--- config.mk ---
export PLATFORM = sky130hd
export DESIGN_NAME = crtcx_ext_top
export DESIGN_NICKNAME = d
export VERILOG_FILES = /design/src/rtl/crtcx_pkg.sv /design/src/rtl/crtcx_regfile.sv /design/src/rtl/crtcx_recalc_fsm.sv /design/src/rtl/crtcx_timing_adj.sv /design/src/rtl/crtcx_ext_top.sv
export SDC_FILE = /design/constraint.sdc
export NUM_CORES = 1
export LEC_CHECK = 0
export ABC_CLOCK_PERIOD_IN_PS = 2200
export BUFFER_PORTS_ARGS = -buffer_cell sky130_fd_sc_hd__buf_2
export CAP_MARGIN = 5
export CORE_MARGIN = 2
export CORE_UTILIZATION = 31
export CTS_CLUSTER_SIZE = 20
export DETAILED_ROUTE_END_ITERATION = 10
export GPL_TIMING_DRIVEN = 0
export PLACE_DENSITY = 0.85
export RECOVER_POWER = 50
export REMOVE_ABC_BUFFERS = 1
export SYNTH_ARGS = -nofsm -noshare
export SYNTH_HDL_FRONTEND = slang
export SYNTH_SLANG_ARGS = --single-unit
--- constraint.sdc ---
create_clock -name clk -period 2.2 [get_ports clk]
set_input_delay 0.11 -clock clk [delete_from_list [all_inputs] [get_ports clk]]
set_output_delay 0.11 -clock clk [all_outputs]
set_load 0.1 [all_outputs]
--- src/rtl/crtcx_pkg.sv ---
package crtcx_pkg;

    typedef enum logic [0:0] {
        RC_IDLE  = 1'b0,
        RC_PULSE = 1'b1
    } recalc_state_t;

    localparam int unsigned NUM_EXT = 5;

    // channel numbering of the adjusted timing values
    localparam int unsigned CH_VTOTAL = 0;
    localparam int unsigned CH_VBLANK = 1;
    localparam int unsigned CH_VSYNC  = 2;
    localparam int unsigned CH_HDEND  = 3;
    localparam int unsigned CH_VDEND  = 4;

endpackage

--- src/rtl/crtcx_regfile.sv ---
module crtcx_regfile
    import crtcx_pkg::*;
#(
    parameter int unsigned IDX_W     = 8,
    parameter int unsigned DATA_W    = 8,
    parameter logic [IDX_W-1:0] IDX_PIX   = 8'h25,
    parameter logic [IDX_W-1:0] IDX_LARGE = 8'h2D,
    parameter logic [IDX_W-1:0] IDX_GPIO  = 8'h3E,
    parameter int unsigned BIT_VTOTAL = 0,
    parameter int unsigned BIT_VDEND  = 1,
    parameter int unsigned BIT_VBLANK = 2,
    parameter int unsigned BIT_VSYNC  = 3,
    parameter int unsigned BIT_HDEND  = 4,
    parameter int unsigned BIT_LARGE  = 0,
    parameter int unsigned BIT_SCL    = 5,
    parameter int unsigned BIT_SDA    = 4
) (
    input  logic               clk,
    input  logic               rst_n,
    input  logic               wr_en_i,
    input  logic [IDX_W-1:0]   wr_idx_i,
    input  logic [DATA_W-1:0]  wr_data_i,
    output logic [NUM_EXT-1:0] ext_o,
    output logic               large_o,
    output logic               scl_o,
    output logic               sda_o
);

    function automatic int unsigned chan_bit(input int unsigned ch);
        case (ch)
            CH_VTOTAL: chan_bit = BIT_VTOTAL;
            CH_VBLANK: chan_bit = BIT_VBLANK;
            CH_VSYNC:  chan_bit = BIT_VSYNC;
            CH_HDEND:  chan_bit = BIT_HDEND;
            default:   chan_bit = BIT_VDEND;
        endcase
    endfunction

    logic sel_pix, sel_large, sel_gpio;

    always_comb begin
        sel_pix   = wr_en_i && (wr_idx_i == IDX_PIX);
        sel_large = wr_en_i && (wr_idx_i == IDX_LARGE);
        sel_gpio  = wr_en_i && (wr_idx_i == IDX_GPIO);
    end

    // one stored bit per extension channel, taken from its own data position
    for (genvar g = 0; g < NUM_EXT; g++) begin : g_ext
        localparam int unsigned POS = chan_bit(g);
        logic bit_q;
        always_ff @(posedge clk) begin
            if (!rst_n)
                bit_q <= 1'b0;
            else if (sel_pix)
                bit_q <= wr_data_i[POS];
        end
        assign ext_o[g] = bit_q;
    end

    logic large_q, scl_q, sda_q;

    always_ff @(posedge clk) begin
        if (!rst_n) begin
            large_q <= 1'b0;
            scl_q   <= 1'b0;
            sda_q   <= 1'b0;
        end else begin
            if (sel_large)
                large_q <= wr_data_i[BIT_LARGE];
            if (sel_gpio) begin
                scl_q <= wr_data_i[BIT_SCL];
                sda_q <= wr_data_i[BIT_SDA];
            end
        end
    end

    assign large_o = large_q;
    assign scl_o   = scl_q;
    assign sda_o   = sda_q;

    // serial lines take the written bits on the following cycle
    assert_gpio_follow_R7: assert property (@(posedge clk) disable iff (!rst_n)
        sel_gpio |=> (scl_o == $past(wr_data_i[BIT_SCL])) && (sda_o == $past(wr_data_i[BIT_SDA])));

endmodule

--- src/rtl/crtcx_recalc_fsm.sv ---
module crtcx_recalc_fsm
    import crtcx_pkg::*;
#(
    parameter int unsigned IDX_W = 8,
    parameter logic [IDX_W-1:0] WIN_LO = 8'h0E,
    parameter logic [IDX_W-1:0] WIN_HI = 8'h10
) (
    input  logic             clk,
    input  logic             rst_n,
    input  logic             wr_en_i,
    input  logic [IDX_W-1:0] wr_idx_i,
    output logic             recalc_o
);

    recalc_state_t state_q, state_d;
    logic          hit;

    assign hit = wr_en_i && ((wr_idx_i < WIN_LO) || (wr_idx_i > WIN_HI));

    always_ff @(posedge clk) begin
        if (!rst_n)
            state_q <= RC_IDLE;
        else
            state_q <= state_d;
    end

    always_comb begin
        state_d  = state_q;
        recalc_o = 1'b0;
        unique case (state_q)
            RC_IDLE: begin
                if (hit) state_d = RC_PULSE;
            end
            RC_PULSE: begin
                recalc_o = 1'b1;
                state_d  = hit ? RC_PULSE : RC_IDLE;
            end
            default: state_d = RC_IDLE;
        endcase
    end

    // a request only ever follows a write outside the excluded window
    assert_recalc_cause_R8: assert property (@(posedge clk) disable iff (!rst_n)
        recalc_o |-> $past(wr_en_i) && (($past(wr_idx_i) < WIN_LO) || ($past(wr_idx_i) > WIN_HI)));

endmodule

--- src/rtl/crtcx_timing_adj.sv ---
module crtcx_timing_adj
    import crtcx_pkg::*;
#(
    parameter int unsigned TIMING_W = 12,
    parameter int unsigned HI_OFS   = 1024,
    parameter int unsigned LS_OFS   = 256
) (
    input  logic [NUM_EXT-1:0][TIMING_W-1:0] base_i,
    input  logic [NUM_EXT-1:0]               ext_i,
    input  logic                             large_i,
    output logic [NUM_EXT-1:0][TIMING_W-1:0] adj_o
);

    localparam logic [TIMING_W-1:0] HI_V = TIMING_W'(HI_OFS);

    for (genvar g = 0; g < NUM_EXT; g++) begin : g_ch
        localparam logic [TIMING_W-1:0] LS_V = (g == CH_HDEND) ? TIMING_W'(LS_OFS) : '0;
        assign adj_o[g] = base_i[g] + (ext_i[g] ? HI_V : '0) + (large_i ? LS_V : '0);
    end

endmodule

--- src/rtl/crtcx_ext_top.sv ---
module crtcx_ext_top
    import crtcx_pkg::*;
#(
    parameter int unsigned TIMING_W = 12,
    parameter int unsigned IDX_W    = 8,
    parameter int unsigned DATA_W   = 8,
    parameter logic [IDX_W-1:0] IDX_PIX   = 8'h25,
    parameter logic [IDX_W-1:0] IDX_LARGE = 8'h2D,
    parameter logic [IDX_W-1:0] IDX_GPIO  = 8'h3E,
    parameter logic [IDX_W-1:0] WIN_LO    = 8'h0E,
    parameter logic [IDX_W-1:0] WIN_HI    = 8'h10,
    parameter int unsigned BIT_VTOTAL = 0,
    parameter int unsigned BIT_VDEND  = 1,
    parameter int unsigned BIT_VBLANK = 2,
    parameter int unsigned BIT_VSYNC  = 3,
    parameter int unsigned BIT_HDEND  = 4,
    parameter int unsigned BIT_SCL    = 5,
    parameter int unsigned BIT_SDA    = 4,
    parameter int unsigned HI_OFS     = 1024,
    parameter int unsigned LS_OFS     = 256
) (
    input  logic                clk,
    input  logic                rst_n,
    input  logic                wr_en_i,
    input  logic [IDX_W-1:0]    wr_idx_i,
    input  logic [DATA_W-1:0]   wr_data_i,
    input  logic [TIMING_W-1:0] vtotal_base_i,
    input  logic [TIMING_W-1:0] vblank_base_i,
    input  logic [TIMING_W-1:0] vsync_base_i,
    input  logic [TIMING_W-1:0] hdend_base_i,
    input  logic [TIMING_W-1:0] vdend_base_i,
    output logic [TIMING_W-1:0] vtotal_o,
    output logic [TIMING_W-1:0] vblank_o,
    output logic [TIMING_W-1:0] vsync_o,
    output logic [TIMING_W-1:0] hdend_o,
    output logic [TIMING_W-1:0] vdend_o,
    output logic                scl_o,
    output logic                sda_o,
    output logic                recalc_o
);

    localparam logic [TIMING_W-1:0] HI_V = TIMING_W'(HI_OFS);
    localparam logic [TIMING_W-1:0] LS_V = TIMING_W'(LS_OFS);

    logic [NUM_EXT-1:0]               ext_bits;
    logic                             large_bit;
    logic [NUM_EXT-1:0][TIMING_W-1:0] base_vec, adj_vec;

    assign base_vec[CH_VTOTAL] = vtotal_base_i;
    assign base_vec[CH_VBLANK] = vblank_base_i;
    assign base_vec[CH_VSYNC]  = vsync_base_i;
    assign base_vec[CH_HDEND]  = hdend_base_i;
    assign base_vec[CH_VDEND]  = vdend_base_i;

    crtcx_regfile #(
        .IDX_W(IDX_W), .DATA_W(DATA_W),
        .IDX_PIX(IDX_PIX), .IDX_LARGE(IDX_LARGE), .IDX_GPIO(IDX_GPIO),
        .BIT_VTOTAL(BIT_VTOTAL), .BIT_VDEND(BIT_VDEND), .BIT_VBLANK(BIT_VBLANK),
        .BIT_VSYNC(BIT_VSYNC), .BIT_HDEND(BIT_HDEND), .BIT_LARGE(0),
        .BIT_SCL(BIT_SCL), .BIT_SDA(BIT_SDA)
    ) u_regs (
        .clk(clk), .rst_n(rst_n),
        .wr_en_i(wr_en_i), .wr_idx_i(wr_idx_i), .wr_data_i(wr_data_i),
        .ext_o(ext_bits), .large_o(large_bit),
        .scl_o(scl_o), .sda_o(sda_o)
    );

    crtcx_recalc_fsm #(
        .IDX_W(IDX_W), .WIN_LO(WIN_LO), .WIN_HI(WIN_HI)
    ) u_recalc (
        .clk(clk), .rst_n(rst_n),
        .wr_en_i(wr_en_i), .wr_idx_i(wr_idx_i),
        .recalc_o(recalc_o)
    );

    crtcx_timing_adj #(
        .TIMING_W(TIMING_W), .HI_OFS(HI_OFS), .LS_OFS(LS_OFS)
    ) u_adj (
        .base_i(base_vec), .ext_i(ext_bits), .large_i(large_bit),
        .adj_o(adj_vec)
    );

    assign vtotal_o = adj_vec[CH_VTOTAL];
    assign vblank_o = adj_vec[CH_VBLANK];
    assign vsync_o  = adj_vec[CH_VSYNC];
    assign hdend_o  = adj_vec[CH_HDEND];
    assign vdend_o  = adj_vec[CH_VDEND];

    // after a pixel-mode write, vertical total carries the written bit's offset
    assert_vtotal_ext_R1: assert property (@(posedge clk) disable iff (!rst_n)
        (wr_en_i && wr_idx_i == IDX_PIX) |=>
            (!$stable(vtotal_base_i) ||
             vtotal_o == vtotal_base_i + ($past(wr_data_i[BIT_VTOTAL]) ? HI_V : '0)));

    // vertical display end only departs from its base while its bit is stored
    assert_vdend_gate_R5: assert property (@(posedge clk) disable iff (!rst_n)
        (vdend_o != vdend_base_i) |-> ext_bits[CH_VDEND]);

    // with the horizontal bit clear, only the large-screen offset can appear
    assert_hdend_large_R6: assert property (@(posedge clk) disable iff (!rst_n)
        (!ext_bits[CH_HDEND] && large_bit) |-> (hdend_o == hdend_base_i + LS_V));

    // writes to unmapped indices leave the serial lines alone
    assert_unmapped_quiet_R11: assert property (@(posedge clk) disable iff (!rst_n)
        (wr_en_i && wr_idx_i != IDX_PIX && wr_idx_i != IDX_LARGE && wr_idx_i != IDX_GPIO)
            |=> $stable(scl_o) && $stable(sda_o));

endmodule

==> results_dict.tcl, run 1 <==
set metrics [dict create \
    synth_xor_area_frac 0.0562 \
    tightest_slew_ns 0.499 \
    reg2reg_slack_ns 1.58 \
    pin_count 142 \
    skew_ns 0 \
    drtPass1Iterations 7 \
    layout_commonest_cell "buf_2" \
    crit_slowest_cell "buf_2" \
    cts_htree_levels 1 \
    worstHoldPathCells 3 \
    power.total_mw 0.452 \
    end_kind "primary output" \
    clock_latency_ns 0.25 \
    layout_common_cells "buf_2, nand2_1, dfxtp_1" \
    track_usage 0.133 \
    path_max_fanout 2 \
    cts_resized 0 \
    drt_iter0_markers 21 \
    die_w_um 58.9 \
    synth_top_family_by_area "buffers and inverters" \
    final_net_count 192 \
    synth-compound-area-share 0.0187 \
    hold_ws_ns 0.0889 \
    synth.distinct_cells 20 \
    cts_max_path_buffers 2 \
    cts_setup_buffers 0 \
    syn-cell-area_um2 935 \
    final_layout_size_suffix_gt1_frac 0.467 \
    viasPerCell 4.94 \
    cts-root-buf "clkbuf_4" \
    area_growth_pct -8.97 \
    synthTopCellsByArea "buf_4, dfxtp_1, ha_1" \
    ff2ff_path_depth 2 \
    via_count 672 \
    cp-start-kind "flop" \
    yosys.area.top_type "buf_4" \
    path_delay_family "buffers and inverters" \
    grt_pass1_vias 698 \
    cp_slowest_stage_delay_ns 0.44 \
    antenna_found_initial 0 \
    ir_drop_mv 0.249 \
    violations "DRC" \
    clock.fmax_ghz 0.560 \
    path_clk_slew_ns 0.06 \
    cts.sinks 9 \
    start_util 0.333 \
    cp.depth 4 \
    crit_arrival_ns 1.68 \
    hold_viol 0 \
    leakage_nw 0.425 \
    synth.avg_cell_area_um2 8.74 \
    seq_area_frac_synth 0.193 \
    cp.required_ns 2.09 \
    antennaDiodeCount 0 \
    max-slew-margin-rel 0.669 \
    synth.area.mux_share 0.0857 \
    cap_violations 0 \
    crit_buf_inv 1 \
    setup_viol_count_final 0 \
    dieArea_um2 3470 \
    maxSlewViolCount 0 \
    ys_warn_count 0 \
    grt_start_max_net_pins 16 \
    cts_hold_buf 0 \
    ys_ff_latch 9 \
    cts_tree "yes" \
    worstPathCellList "ha_1, a31oi_1, xnor2_1, buf_2" \
    wl_um 2400 \
    grt_setup_unrepaired "no" \
    fp.dieH_um 58.9 \
    numCtsBuffers 3 \
    synth_fa_ha_area_frac 0.0937 \
    status "complete, but fails checks" \
    gp_congestion 0.681 \
    fin_crit_ns 1.79 \
    synth_top_cell_area_share 0.386 \
    grt_pass1_wl_um 3260 \
    numPortBuffers 43 \
    synth-simple-area-share 0.159 \
    hpwlAfterDp_um 2010 \
    core_um2 2810 \
    hp-class "in2reg" \
    drc 10 \
    power_density_nw_per_um2 532 \
    syn-instance-count 107 \
    crit_type "reg2out" \
    fp-row-count 19 \
    ant_nets 0 \
    wire_per_inst_um 17.7 \
    finalCritPeriodShare 0.812 \
    gr-total-overflow 0 \
]
==> synth_stat cells <==
library cell / count
buf_4: 48
nand2_1: 15
dfxtp_1: 9
mux2i_1: 8
ha_1: 7
xor2_1: 5
nor3_1: 2
a21oi_1: 1
a31oi_1: 1
clkbuf_1: 1
inv_1: 1
nand2b_1: 1
nand3_1: 1
nand4bb_1: 1
nand4bb_4: 1
nor3_2: 1
nor3_4: 1
o22ai_1: 1
or3_1: 1
xnor2_1: 1
==> final timing paths <==
kind,start,end
setup / recovery,u_regs.g_ext[3].bit_q,hdend_o[11]
hold / removal,wr_data_i[1],u_regs.g_ext[4].bit_q
setup reg to reg,u_regs.g_ext[3].bit_q,u_regs.g_ext[3].bit_q
hold reg to reg,u_regs.sda_o,u_regs.sda_o
==> worst register-to-register path, stage by stage (launching register included) <==
cell and delay [ns]:
dfxtp_1 0.36, nand2_1 0.06, mux2i_1 0.12
==> per-layer routing <==
layer	track usage	share of wire	vias to the layer above
li1	-	-	299
met1	0.102	0.27	255
met2	0.165	0.36	104
met3	0.145	0.26	14
met4	0.143	0.11	0
met5	0.0476	0	-
==> final cells by class <==
class                      instances  area, µm²
fill                             321       1950
multi-input combinational         48        387
timing repair buffer              43        215
sequential                         9        180
tap                               31       38.8
clock buffer                       4       26.3
inverter                           1       3.75
==> metrics by stage <==
stage	setup TNS (ns)	std cells	setup slack, ns	instance area, µm²	util
6_report	0	136	0.414	851	0.303
3_5_place_dp	0	132	0.682	825	0.294
2_1_floorplan	-0.160	58	-0.160	571	-
3_3_place_gp	0	132	0.711	825	0.294
5_1_grt	0	136	0.328	851	0.303
4_1_cts	0	136	0.399	851	0.303
==> registers in the layout, summed over array words and instances, names as in the netlist <==
signal	count
u_recalc.state_q	1
u_regs.g_ext.bit_q	5
u_regs.large_o	1
u_regs.scl_o	1
u_regs.sda_o	1
==> cell families (layout without fill, tap and decap cells) <==
family	count (synthesis)	in the layout
compound gates	3	3
xor+xnor	6	6
simple gates	24	24
flops	9	9
mux	8	8
buf+inv	50	48
fa+ha+maj	7	7
==> power by group <==
group,leakage [nW],internal [mW],switching (mW)
sequential,0.0727,0.164,0.000338
clock,0.0150,0.0699,0.0578
combinational,0.338,0.0371,0.123
Note: power is estimated with default switching activity, not from simulation.
==> run 2, diff against run 1 <==
- ABC_CLOCK_PERIOD_IN_PS: 2200 -> 1500
- CORE_UTILIZATION: 31 -> 26
- PLACE_DENSITY: 0.85 -> 0.76
- clock period: 2.2 -> 1.5 ns (I/O delays scaled with it)
==> run 2 against run 1 <==
First-iteration DRC count decreased by 81%. Highest routed layer unchanged. Critical path type unchanged. Sequential cell count unchanged. Worst hold slack got worse by 0.032 ns. The run now ends clean.
==> results_dict.tcl, run 2 (synthesis results as in run 1) <==
set metrics [dict create \
    cts_max_path_buffers 2 \
    crit_arrival_ns 1.36 \
    fp-row-count 21 \
    fp.dieH_um 64.0 \
    top_register "u_regs.g_ext.bit_q" \
    skew_ns 0 \
    crit_type "reg2out" \
    drc 0 \
    cts-root-buf "clkbuf_4" \
    hp-class "in2reg" \
    final_util 0.276 \
    clock.fmax_ghz 0.699 \
    grt_start_max_net_pins 16 \
    status "completed" \
    clock_latency_ns 0.26 \
    place_ws_ns 0.0263 \
    path_clk_slew_ns 0.06 \
    gr-total-overflow 0 \
    drt_iter0_markers 4 \
    grt_pass1_wl_um 3270 \
    setup.worst_path.start "u_regs.g_ext[3].bit_q" \
    maxSlewViolCount 0 \
    fin_crit_ns 1.43 \
    final_layout_size_suffix_gt1_frac 0.524 \
    core_um2 3390 \
    grt_pass1_vias 633 \
    leakage_nw 0.438 \
    finalCritPeriodShare 0.954 \
    final_net_count 192 \
    grt_setup_unrepaired "no" \
    wl_um 2440 \
    cap_violations 0 \
    cts.sinks 9 \
    max-slew-margin-rel 0.672 \
    cp-start-kind "flop" \
    drtPass1Iterations 3 \
    wire_per_inst_um 16.1 \
    die_w_um 64.0 \
    cp.required_ns 1.42 \
    area_growth_pct 0 \
    cts_htree_levels 1 \
    tightest_slew_ns 0.496 \
    layout_common_cells "buf_2, nand2_1, mux2i_1" \
    worst_slack_ns 0.0695 \
    antenna_found_initial 0 \
    setup_viol_count_final 0 \
    antennaDiodeCount 0 \
    gp_congestion 0.701 \
    ant_nets 0 \
    numCtsBuffers 3 \
    via_count 662 \
    hpwlAfterDp_um 2060 \
    viasPerCell 4.38 \
    nFillCells 366 \
    end_kind "primary output" \
    cts_tree "yes" \
    dieArea_um2 4090 \
    ir_drop_mv 0.407 \
    power_density_nw_per_um2 722 \
    layout_commonest_cell "buf_2" \
    start_util 0.276 \
    hold_viol 0 \
    track_usage 0.110 \
    largest_reg_flops 5 \
    pin_count 142 \
    numPortBuffers 43 \
    worstReg2RegStart "u_regs.sda_o" \
    min-delay-start "wr_data_i[5]" \
    path_max_fanout 2 \
]
==> run 2: cell counts in the layout (fill, tap and decap cells not counted) <==
No cell type changed its count.
==> run 2: where the power goes <==
group          internal (mW)  switching (mW)  total, mW
clock network          0.102          0.0836      0.186
logic                 0.0622           0.185      0.247
registers              0.241        0.000623      0.241
==> run 2: final cells by class <==
class,instances,area (µm²),area share
Multi-Input combinational cell,48,434,0.465
Clock buffer,4,26.3,0.0281
Sequential cell,9,183,0.195
Tap cell,46,57.6,0.0616
Timing Repair Buffer,43,230,0.246
Inverter,1,3.75,0.00402
==> run 2: worst paths after layout <==
check | to | slack [ns] | cells past startpoint
hold reg to reg | u_regs.g_ext[4].bit_q | 0.46 | 2
setup / recovery | hdend_o[11] | 0.07 | 4
setup reg to reg | u_regs.sda_o | 0.90 | 2
hold / removal | u_regs.scl_o | 0.06 | 3
==> run 2: what timing repair did <==
item | 4_1_cts | 5_1_grt
pin swaps | 2 | 2
buffers inserted | 0 | 0
setup endpoints to repair | 3 | 2
hold buffers | 0 | 0
gates resized for setup | 7 | 6
==> run 2: critical path, cell delays in order, from the launching register on <==
cell and delay (ns):
dfxtp_2 0.36, ha_4 0.22, a31oi_4 0.15, xnor2_2 0.13
buf_6 0.24
==> run 2: metrics by stage <==
stage	power (mW)	setup TNS (ns)	instances	hold WS, ns	area, µm²
after floorplan	0.420	-3.43	58	0.150	571
after global placement	0.481	0	147	0.151	843
after detailed placement	0.483	0	147	0.151	843
after CTS	0.681	-0.00451	151	0.0449	901
after global routing	0.709	0	151	0.0474	935
final	0.674	0	151	0.0564	935
==> run 2: layer usage <==
layer	routed length, µm	share of wire	track usage	up-vias
met5	0	0	0	-
met4	164	0.067	0.0761	0
met3	461	0.19	0.104	10
met2	1100	0.45	0.168	102
met1	708	0.29	0.0880	253
li1	-	-	-	297
